$ cat config.mk
export PLATFORM = sky130hd
export DESIGN_NAME = capreg_ctrl
export DESIGN_NICKNAME = d
export VERILOG_FILES = /design/src/rtl/capreg_pkg.sv /design/src/rtl/capreg_access_check.sv /design/src/rtl/capreg_gpr_bank.sv /design/src/rtl/capreg_special_bank.sv /design/src/rtl/capreg_pc_unit.sv /design/src/rtl/capreg_ctrl.sv
export SDC_FILE = /design/constraint.sdc
export NUM_CORES = 2
export LEC_CHECK = 0
export BUFFER_PORTS_ARGS = -buffer_cell sky130_fd_sc_hd__clkbuf_2
export CORE_UTILIZATION = 64
export CTS_BUF_LIST = sky130_fd_sc_hd__clkbuf_8
export DETAILED_ROUTE_END_ITERATION = 7
export GPL_ROUTABILITY_DRIVEN = 1
export PLACE_DENSITY_LB_ADDON = 0.15
export SYNTH_ARGS = -nofsm -noshare
export SYNTH_HDL_FRONTEND = slang
export SYNTH_SLANG_ARGS = --single-unit
$ cat constraint.sdc
create_clock -name clk -period 52.6 [get_ports clk]
set_clock_uncertainty 0.2 [all_clocks]
set_input_delay 7.89 -clock clk [delete_from_list [all_inputs] [get_ports clk]]
set_output_delay 7.89 -clock clk [all_outputs]
set_load 0.01 [all_outputs]
$ cat src/rtl/capreg_pkg.sv
package capreg_pkg;
  localparam int IDX_W  = 5;
  localparam int NREG   = 32;
  localparam int VREG_W = 8;
  localparam int SR_N   = 8;
  localparam logic [IDX_W-1:0] IDX_CALLDATA = IDX_W'(26);
  localparam logic [IDX_W-1:0] IDX_SYS_LO   = IDX_W'(27);

  typedef enum logic [1:0] {
    VC_NONE     = 2'd0,
    VC_SYSREG   = 2'd1,
    VC_CALLDATA = 2'd2,
    VC_BADSEL   = 2'd3
  } vcode_e;

  typedef enum logic [2:0] {
    SR_DDC   = 3'd0,
    SR_UTLS  = 3'd1,
    SR_PTLS  = 3'd2,
    SR_KRESA = 3'd3,
    SR_KRESB = 3'd4,
    SR_KCODE = 3'd5,
    SR_KDATA = 3'd6,
    SR_EPC   = 3'd7
  } sreg_e;

  // {valid, slot}
  function automatic logic [3:0] sel_map(input logic [IDX_W-1:0] sel);
    logic [3:0] r;
    case (sel)
      5'd0:    r = {1'b1, SR_DDC};
      5'd1:    r = {1'b1, SR_UTLS};
      5'd8:    r = {1'b1, SR_PTLS};
      5'd22:   r = {1'b1, SR_KRESA};
      5'd23:   r = {1'b1, SR_KRESB};
      5'd29:   r = {1'b1, SR_KCODE};
      5'd30:   r = {1'b1, SR_KDATA};
      5'd31:   r = {1'b1, SR_EPC};
      default: r = 4'd0;
    endcase
    return r;
  endfunction

  function automatic logic slot_needs_perm(input logic [2:0] slot);
    return !(slot == SR_DDC || slot == SR_UTLS);
  endfunction
endpackage

$ cat src/rtl/capreg_access_check.sv
module capreg_access_check
  import capreg_pkg::*;
(
  input  logic              active,
  input  logic [IDX_W-1:0]  idx,
  input  logic              call_delay,
  input  logic              sysperm,
  output vcode_e            vcode,
  output logic [VREG_W-1:0] vreg
);
  always_comb begin
    vcode = VC_NONE;
    if (active) begin
      if (idx == IDX_CALLDATA && call_delay)
        vcode = VC_CALLDATA;
      else if (idx >= IDX_SYS_LO && !sysperm)
        vcode = VC_SYSREG;
    end
    vreg = (vcode != VC_NONE) ? {{(VREG_W-IDX_W){1'b0}}, idx} : '0;
  end
endmodule

$ cat src/rtl/capreg_gpr_bank.sv
module capreg_gpr_bank
  import capreg_pkg::*;
#(
  parameter int CAP_W = 32
) (
  input  logic             clk,
  input  logic             rst_n,
  input  logic             wr_en,
  input  logic [IDX_W-1:0] wr_idx,
  input  logic [CAP_W-1:0] wr_data,
  input  logic [IDX_W-1:0] ra_idx,
  output logic [CAP_W-1:0] ra_data,
  input  logic [IDX_W-1:0] rb_idx,
  output logic [CAP_W-1:0] rb_data
);
  logic [NREG*CAP_W-1:0] flat;

  for (genvar g = 0; g < NREG; g++) begin : g_ent
    if (g == 0) begin : g_zero
      assign flat[g*CAP_W +: CAP_W] = '0;
    end else begin : g_reg
      logic             hit;
      logic [CAP_W-1:0] q;
      assign hit = wr_en && (wr_idx == IDX_W'(g));
      always_ff @(posedge clk or negedge rst_n) begin
        if (!rst_n)   q <= '0;
        else if (hit) q <= wr_data;
      end
      assign flat[g*CAP_W +: CAP_W] = q;
    end
  end

  always_comb begin
    ra_data = flat[ra_idx*CAP_W +: CAP_W];
    rb_data = flat[rb_idx*CAP_W +: CAP_W];
  end
endmodule

$ cat src/rtl/capreg_special_bank.sv
module capreg_special_bank
  import capreg_pkg::*;
#(
  parameter int               CAP_W       = 32,
  parameter logic [CAP_W-1:0] DEFAULT_CAP = '1
) (
  input  logic              clk,
  input  logic              rst_n,
  input  logic [IDX_W-1:0]  sel,
  input  logic              wr_en,
  input  logic [CAP_W-1:0]  wr_data,
  input  logic              sysperm,
  output logic [CAP_W-1:0]  rd_data,
  output vcode_e            vcode,
  output logic [VREG_W-1:0] vreg,
  output logic [CAP_W-1:0]  ddc,
  output logic [CAP_W-1:0]  kcode,
  output logic [CAP_W-1:0]  epc
);
  logic [3:0]            map;
  logic                  sel_ok;
  logic [2:0]            slot;
  logic                  wr_ok;
  logic [SR_N*CAP_W-1:0] flat;

  assign map    = sel_map(sel);
  assign sel_ok = map[3];
  assign slot   = map[2:0];

  always_comb begin
    if (!sel_ok)
      vcode = VC_BADSEL;
    else if (slot_needs_perm(slot) && !sysperm)
      vcode = VC_SYSREG;
    else
      vcode = VC_NONE;
    vreg  = (vcode != VC_NONE) ? {{(VREG_W-IDX_W){1'b0}}, sel} : '0;
    wr_ok = wr_en && (vcode == VC_NONE);
  end

  for (genvar g = 0; g < SR_N; g++) begin : g_slot
    localparam logic [CAP_W-1:0] RST_V =
      (g == int'(SR_DDC) || g == int'(SR_KCODE) || g == int'(SR_EPC)) ? DEFAULT_CAP : '0;
    logic             hit;
    logic [CAP_W-1:0] q;
    assign hit = wr_ok && (slot == 3'(g));
    always_ff @(posedge clk or negedge rst_n) begin
      if (!rst_n)   q <= RST_V;
      else if (hit) q <= wr_data;
    end
    assign flat[g*CAP_W +: CAP_W] = q;
  end

  assign rd_data = (vcode == VC_NONE) ? flat[int'(slot)*CAP_W +: CAP_W] : '0;
  assign ddc     = flat[int'(SR_DDC)*CAP_W   +: CAP_W];
  assign kcode   = flat[int'(SR_KCODE)*CAP_W +: CAP_W];
  assign epc     = flat[int'(SR_EPC)*CAP_W   +: CAP_W];

  AST_BADSEL_NO_WRITE: assert property (@(posedge clk) disable iff (!rst_n)
    (wr_en && !sel_ok) |=> $stable(flat));
  AST_GATED_SEL_NO_WRITE: assert property (@(posedge clk) disable iff (!rst_n)
    (wr_en && sel_ok && slot_needs_perm(slot) && !sysperm) |=> $stable(flat));
endmodule

$ cat src/rtl/capreg_pc_unit.sv
module capreg_pc_unit #(
  parameter int               CAP_W       = 32,
  parameter logic [CAP_W-1:0] DEFAULT_CAP = '1
) (
  input  logic             clk,
  input  logic             rst_n,
  input  logic             exc_take,
  input  logic             exc_return,
  input  logic             pc_step,
  input  logic [CAP_W-1:0] kcode,
  input  logic [CAP_W-1:0] epc,
  output logic [CAP_W-1:0] pc,
  output logic [CAP_W-1:0] next_pc,
  output logic [CAP_W-1:0] delayed_pc
);
  logic [CAP_W-1:0] pc_q, nxt_q, dly_q, pc_d, nxt_d, dly_d;
  logic             redirect;

  always_comb begin
    redirect = exc_take || exc_return;
    nxt_d    = exc_take ? kcode : epc;
    dly_d    = nxt_d;
    pc_d     = dly_q;
  end

  always_ff @(posedge clk or negedge rst_n) begin
    if (!rst_n) begin
      nxt_q <= DEFAULT_CAP;
      dly_q <= DEFAULT_CAP;
    end else if (redirect) begin
      nxt_q <= nxt_d;
      dly_q <= dly_d;
    end
  end

  always_ff @(posedge clk or negedge rst_n) begin
    if (!rst_n)       pc_q <= DEFAULT_CAP;
    else if (pc_step) pc_q <= pc_d;
  end

  assign pc         = pc_q;
  assign next_pc    = nxt_q;
  assign delayed_pc = dly_q;

  AST_EXC_LOAD: assert property (@(posedge clk) disable iff (!rst_n)
    exc_take |=> (next_pc == $past(kcode) && delayed_pc == $past(kcode)));
  AST_ERET_LOAD: assert property (@(posedge clk) disable iff (!rst_n)
    (exc_return && !exc_take) |=> (next_pc == $past(epc) && delayed_pc == $past(epc)));
endmodule

$ cat src/rtl/capreg_ctrl.sv
module capreg_ctrl
  import capreg_pkg::*;
#(
  parameter int               CAP_W       = 32,
  parameter int               SYSPERM_BIT = 10,
  parameter logic [CAP_W-1:0] DEFAULT_CAP = '1
) (
  input  logic              clk,
  input  logic              rst_n,
  input  logic              call_delay,
  input  logic              exc_take,
  input  logic              exc_return,
  input  logic              pc_step,
  input  logic [IDX_W-1:0]  ra_idx,
  output logic [CAP_W-1:0]  ra_data,
  output logic [1:0]        ra_vcode,
  output logic [VREG_W-1:0] ra_vreg,
  input  logic [IDX_W-1:0]  rb_idx,
  output logic [CAP_W-1:0]  rb_data,
  output logic [1:0]        rb_vcode,
  output logic [VREG_W-1:0] rb_vreg,
  input  logic              wr_en,
  input  logic [IDX_W-1:0]  wr_idx,
  input  logic [CAP_W-1:0]  wr_data,
  output logic [1:0]        wr_vcode,
  output logic [VREG_W-1:0] wr_vreg,
  input  logic [IDX_W-1:0]  sr_sel,
  input  logic              sr_wr_en,
  input  logic [CAP_W-1:0]  sr_wr_data,
  output logic [CAP_W-1:0]  sr_rd_data,
  output logic [1:0]        sr_vcode,
  output logic [VREG_W-1:0] sr_vreg,
  output logic [CAP_W-1:0]  pc_cap,
  output logic [CAP_W-1:0]  next_pc_cap,
  output logic [CAP_W-1:0]  delayed_pc_cap
);
  localparam int NPORT = 3; // 0 plain read, 1 addressing read, 2 write

  logic [1:0] rs_q;
  logic       rst_s_n;
  always_ff @(posedge clk or negedge rst_n) begin
    if (!rst_n) rs_q <= '0;
    else        rs_q <= {rs_q[0], 1'b1};
  end
  assign rst_s_n = rs_q[1];

  logic                         sysperm;
  logic [CAP_W-1:0]             ddc, kcode, epc, gpr_ra, gpr_rb;
  logic [NPORT-1:0][IDX_W-1:0]  chk_idx;
  logic [NPORT-1:0]             chk_act;
  vcode_e                       chk_vc [NPORT];
  logic [NPORT-1:0][VREG_W-1:0] chk_vr;
  vcode_e                       sr_vc;
  logic                         wr_ok;

  assign sysperm = pc_cap[SYSPERM_BIT];
  assign chk_idx = {wr_idx, rb_idx, ra_idx};
  assign chk_act = {wr_en, 1'b1, 1'b1};

  for (genvar p = 0; p < NPORT; p++) begin : g_chk
    capreg_access_check u_chk (
      .active     (chk_act[p]),
      .idx        (chk_idx[p]),
      .call_delay (call_delay),
      .sysperm    (sysperm),
      .vcode      (chk_vc[p]),
      .vreg       (chk_vr[p])
    );
  end

  assign wr_ok = wr_en && (chk_vc[2] == VC_NONE);

  capreg_gpr_bank #(.CAP_W(CAP_W)) u_gpr (
    .clk     (clk),
    .rst_n   (rst_s_n),
    .wr_en   (wr_ok),
    .wr_idx  (wr_idx),
    .wr_data (wr_data),
    .ra_idx  (ra_idx),
    .ra_data (gpr_ra),
    .rb_idx  (rb_idx),
    .rb_data (gpr_rb)
  );

  capreg_special_bank #(.CAP_W(CAP_W), .DEFAULT_CAP(DEFAULT_CAP)) u_spec (
    .clk     (clk),
    .rst_n   (rst_s_n),
    .sel     (sr_sel),
    .wr_en   (sr_wr_en),
    .wr_data (sr_wr_data),
    .sysperm (sysperm),
    .rd_data (sr_rd_data),
    .vcode   (sr_vc),
    .vreg    (sr_vreg),
    .ddc     (ddc),
    .kcode   (kcode),
    .epc     (epc)
  );

  capreg_pc_unit #(.CAP_W(CAP_W), .DEFAULT_CAP(DEFAULT_CAP)) u_pc (
    .clk        (clk),
    .rst_n      (rst_s_n),
    .exc_take   (exc_take),
    .exc_return (exc_return),
    .pc_step    (pc_step),
    .kcode      (kcode),
    .epc        (epc),
    .pc         (pc_cap),
    .next_pc    (next_pc_cap),
    .delayed_pc (delayed_pc_cap)
  );

  always_comb begin
    ra_data  = (chk_vc[0] != VC_NONE) ? '0 : gpr_ra;
    if (chk_vc[1] != VC_NONE)   rb_data = '0;
    else if (rb_idx == '0)      rb_data = ddc;
    else                        rb_data = gpr_rb;
    ra_vcode = chk_vc[0];
    rb_vcode = chk_vc[1];
    wr_vcode = chk_vc[2];
    sr_vcode = sr_vc;
    ra_vreg  = chk_vr[0];
    rb_vreg  = chk_vr[1];
    wr_vreg  = chk_vr[2];
  end

  AST_IDX0_NULL: assert property (@(posedge clk) disable iff (!rst_s_n)
    (ra_idx == '0) |-> (ra_data == '0));
  AST_IDX0_WR_IGNORED: assert property (@(posedge clk) disable iff (!rst_s_n)
    (wr_en && wr_idx == '0 && !sr_wr_en) |=> $stable(ddc));
  AST_CALLDELAY_BLOCK: assert property (@(posedge clk) disable iff (!rst_s_n)
    (call_delay && ra_idx == IDX_CALLDATA) |-> (ra_data == '0 && ra_vcode == VC_CALLDATA));
  AST_SYSPERM_BLOCK: assert property (@(posedge clk) disable iff (!rst_s_n)
    (!sysperm && rb_idx >= IDX_SYS_LO) |-> (rb_data == '0 && rb_vcode == VC_SYSREG));
endmodule

### Word level (Yosys, flattened, before mapping)

Memory sizes are Yosys's and may differ from the RTL's.
Index checks and enable logic that the tools add are counted.
Widths: inputs -> output; s select.

* $lt $le $gt $ge: 3
* equal/unequal tests: 40
* shift-type cells: 3
* mux-type cells: 18
* reduce and logical (&&, ||, !) cells: 60

Operators by type and width (number)
* $shiftx 1024x11->32: 2
* $shiftx 256x9->32: 1
* $mux 32: 5
* $eq 5x5->1 const B: 18
* $logic_and 1x1->1: 48
* $eq 5x4->1 const B: 8
* $eq 5x3->1 const B: 4
* $mux 5: 4
* $ge 5x5->1 const B: 3
* $eq 3x3->1 const B: 4
* $eq 5x2->1 const B: 2
* $mux 2: 5
* $reduce_bool 2->1: 4
* $eq 3x2->1 const B: 2
* $eq 5x1->1 const B: 1
* $logic_not 5->1: 1
* $logic_not 2->1: 2
* $mux 1: 4
* $eq 3x1->1 const B: 1
* $logic_not 3->1: 1
* $logic_not 1->1: 2
* $logic_or 1x1->1: 2

* register bits after elaboration: 1314
* ROM bits: 128
* input bits: 92
* word-level logic and storage cells: 167
* memories: 1

Memories
* (name not given): depth 32, width 4, rd ports 1, clocked after Yosys merged registers in 0, write ports 0, RTL line capreg_pkg.sv:30 `case (sel)`

### Depth between registers and ports, before layout

An unclocked memory read counts as a cell.

* depth in word-level cells: 10
* depth in mapped cells: 10

### Hierarchy

A second synthesis with hierarchy kept.

* cells, all modules: 4861
* area total of the unflattened synthesis: 70057.2 um^2

By module, submodules not included
* capreg_gpr_bank: instances 1, cells each 3416, area each 52835.7 um^2
* capreg_special_bank: instances 1, cells each 988, area each 12319.3 um^2
* capreg_pc_unit: instances 1, cells each 239, area each 3178.0 um^2
* capreg_ctrl: instances 1, cells each 158, area each 1322.5 um^2
* capreg_access_check: instances 3, cells each 20, area each 133.9 um^2

### Worst setup path before layout

OpenSTA, ideal clock, no wires.

* kind: input -> output
* start: in ra_idx[0]
* end: out ra_data[10]
* data arrival time: 9.937 ns
* slack: 34.573 ns
* cell stages on the path: 7
* buffers on the path: 3
* path through: clkbuf_1 > clkbuf_1 > buf_1 > mux4_2 > mux4_2 > inv_1 > o22ai_1

* cells in the longest elaborated chain, start to end: 6

RTL lines
* from (decl): RTL line capreg_ctrl.sv:14 `input logic [IDX_W-1:0] ra_idx,`
* parallel branches: the longest is 5 deep, another holds $shiftx 1024x11->32
* $mux 32 (*): RTL line capreg_ctrl.sv:114 `ra_data = (chk_vc[0] != VC_NONE) ? '0 : gpr_ra;`
* to (decl): RTL line capreg_ctrl.sv:15 `output logic [CAP_W-1:0] ra_data,`

Every way passes the cells marked *.

### Final worst setup path

* start: in rb_idx[0]
* end: out rb_data[25]

* cells in the longest elaborated chain, start to end: 6

RTL lines
* from (decl): RTL line capreg_ctrl.sv:18 `input logic [IDX_W-1:0] rb_idx,`
* parallel branches: the longest is 5 deep, another holds $shiftx 1024x11->32
* $mux 32 (*): RTL line capreg_ctrl.sv:115 `if (chk_vc[1] != VC_NONE) rb_data = '0;`
* to (decl): RTL line capreg_ctrl.sv:19 `output logic [CAP_W-1:0] rb_data,`

Marked as above.

==> qor.txt <==
Starting DRT DRC Count -> 5328
FF+latch count, synth -> 1314
Sw power -> 0.748 mW
Total GRT Usage -> 38.7%
MaxCap Viol Count -> 0
# port buffers -> 311
Initial antenna violation count -> 16
CP required -> 44.51 ns
Post-Synth Simple-Gate Area -> 2.52%
Final TNS setup -> 0 ns
TritonCTS buffer count -> 211
Drt total wl -> 207000 um
Sequential share of power -> 48.2%
Min Tclk post-route -> 19.97 ns
Fmax -> 50.1 MHz
Int Pwr -> 1.91 mW
Worst Hold Class -> reg -> async
Complex-gate fraction of the synthesized area -> 5.83%
Vias -> 46600
Dominant synthesized flop cell -> dfrtp_1
DP Worst Slack -> 32.67 ns
Die area -> 109000 um2
Largest net degree at the start of global routing -> 177
CP peak stage delay -> 0.85 ns
CTS clk-pin slew, worst paths -> 0.06 ns
Rel. slew slack -> 6.60%
Die W -> 330 um
Final Wtd Congestion -> 0.852
CP Buf/Inv Count -> 3
Worst Tran Pin Value -> 1.40 ns
GR Overflow Total -> 0
Startpoint Class -> primary input
Layout cell share with drive strength beyond 1 -> 53.4%
LEAKAGE -> 33.9 nW
Setup repair bufs after CTS -> 0
Setup WS post-layout -> 32.63 ns
Peak supply drop -> 0.0000271 V
CP Class -> in -> out
CP delay by family, top -> simple AND/OR/NAND/NOR gates
RSZ-0062 raised after global routing -> no
Final setup viols -> 0
Sw Share -> 28.1%
Synth warn -> 0
Sequential area share after synthesis -> 48.2%
Status -> completed
Fin nets -> 5082
R2r worst-path depth -> 3
Critical-path cell list -> buf_8, buf_4, nor3_1, nand2_1, o21ai_0, nor3_1, clkbuf_2
Area of the core -> 106000 um2
Top cell type's share of synthesized area -> 42.1%
XOR/XNOR share of the synthesized area -> 0.0128%
Die height -> 330 um
Largest family of logic cells by synthesized area -> multiplexers
Reg-to-reg critical path endpoint -> u_gpr.g_ent[2].g_reg.q[7]$_DFFE_PN0P_
CTS Hold Buffers Added -> 0
DR WL/cell -> 31.5 um
Top Ports -> 324
DRT Pass-1 Iters -> 6
WP data arrival -> 11.88 ns
Syn Inst Count -> 4873
Clock sinks -> 1314
Mux contribution to synthesized area -> 39.6%
Power Total -> 2.66 mW
Post-synth EDFFs -> 0
CTS Buffer Depth -> 3
Tcrit/Tclk final -> 38.0%
Ys async rst share -> 100%
Htree depth -> 4
Critical R2R Launch -> rs_q[1]$_DFF_PN0_
Critical-path top delay cell -> nand2_1
Synth cell count leaders -> mux2_2 (1292), dfrtp_1 (1154), mux4_2 (441)
Post-Synthesis Cell Area -> 68700 um2
Clk pwr share -> 33.5%
DRC viols -> 0
PwrDens -> 35.3 nW/um2
Post-CTS resize count -> 0
Worst-path maximum fanout -> 82
CP dominant cell by count -> nor3_1
Cell type with the largest total area after synthesis -> dfrtp_1
Final hold violations -> 0
Max Transition Viols Final -> 0
Most common cell in the netlist -> mux2_2
Combinational share of power -> 18.3%
Area Overhead vs Synth -> 9.61%
CP Capture Type -> output pin
R2R Setup Slk -> 48.86 ns
Floorplan row count -> 119
Mean Syn Cell Area -> 14.1 um2
DRT antenna net count -> 0
Clock Latency Late Sink -> 0.89 ns
Distinct cells, synth -> 56
Post-DR vias/cell -> 7.09
CTS Root Cell -> clkbuf_8
Top cells by area, synth -> dfrtp_1 (42%), mux2_2 (21%), mux4_2 (14%)
Clock tree from TritonCTS -> yes
Hpwl dp -> 119000 um
Post-Synth Adder-Cell Area -> 0%
Vias in the first global route -> 47000
Initial Utilization -> 64.9%
First-pass GRT wire length -> 307000 um
cell usage in the layout, fill, tap and decap left out, drive strengths merged, types with 95 or more instances in the layout:
| cell type | count |
|---|---|
| mux4 | 441 |
| dfstp | 160 |
| mux2 | 1326 |
| inv | 151 |
| buf | 131 |
| o21ai | 95 |
| dfrtp | 1154 |
| nand2 | 166 |
| a21oi | 182 |
| mux2i | 223 |
| clkbuf | 578 |
| a22oi | 98 |
logic make-up (layout without fill, tap and decap cells):
kind of cell    after synthesis  after routing
other cells                   2             18
flops                      1314           1314
mux                        1990           1990
xor+xnor                      1              1
buf+inv                     609            893
simple gates                364            364
compound gates              593            593
worst max-delay path by stage:
stage,from,endpoint,slack [ns],cells after the start
2_1_floorplan,rs_q[1]$_DFF_PN0_,u_gpr.g_ent[10].g_reg.q[0]$_DFFE_PN0P_,13.34,0
3_3_place_gp,rb_idx[0],rb_data[25],32.67,8
3_5_place_dp,rb_idx[0],rb_data[17],32.67,7
4_1_cts,rb_idx[0],rb_data[17],32.67,7
5_1_grt,rb_idx[0],rb_data[25],32.49,8
6_report,rb_idx[0],rb_data[25],32.63,7
state kept, by name, summed over array words and instances (netlist names):
register and flops:
u_spec.g_slot.q 160, rs_q 2, u_gpr.g_ent.g_reg.q 992, u_spec.epc 32
u_spec.kcode 32, u_pc.next_pc 32, u_pc.pc 32, u_spec.ddc 32
per-layer routing:
metal / global-route usage, % / routed length, um / vias to the layer above
li1: - / - / 18700
met1: 54.2 / 80800 / 24600
met2: 56.7 / 93200 / 2728
met3: 11.0 / 23200 / 592
met4: 17.2 / 9460 / 22
met5: 0 / 142 / -
power groups by stage:
stage / logic [mW] / registers, mW / clock network [mW]
floorplan: 0.364 / 1.27 / 0
global placement: 0.471 / 1.28 / 0
detailed placement: 0.483 / 1.29 / 0
CTS: 0.485 / 1.27 / 0.899
global route: 0.519 / 1.30 / 0.945
finish: 0.487 / 1.28 / 0.890
cell type report:
type | instances | area [um2]
clock inverter | 117 | 552
fill | 7232 | 30600
clock buffer | 274 | 3770
multi-input combinational | 2961 | 33300
sequential | 1314 | 33100
antenna | 5 | 12.5
tap | 1391 | 1740
inverter | 67 | 251
timing repair buffer | 435 | 2580
stage by stage:
step,utilization [%],hold WS (ns),cell area (um2),std cells
after floorplan,-,0.131,68700,4884
after global placement,67.0,0.137,70900,6168
after detailed placement,67.0,0.140,70900,6168
after CTS,71.1,0.155,75300,6559
after global routing,71.1,0.164,75300,6561
final,71.1,0.136,75300,6564
worst register-to-register path, cell delays in order, from the launching register on:
cell	delay, ns
dfrtp_4	0.83
buf_4	0.79
buf_4	0.85
buf_4	1.01
Power figures use the tool's default switching activity.
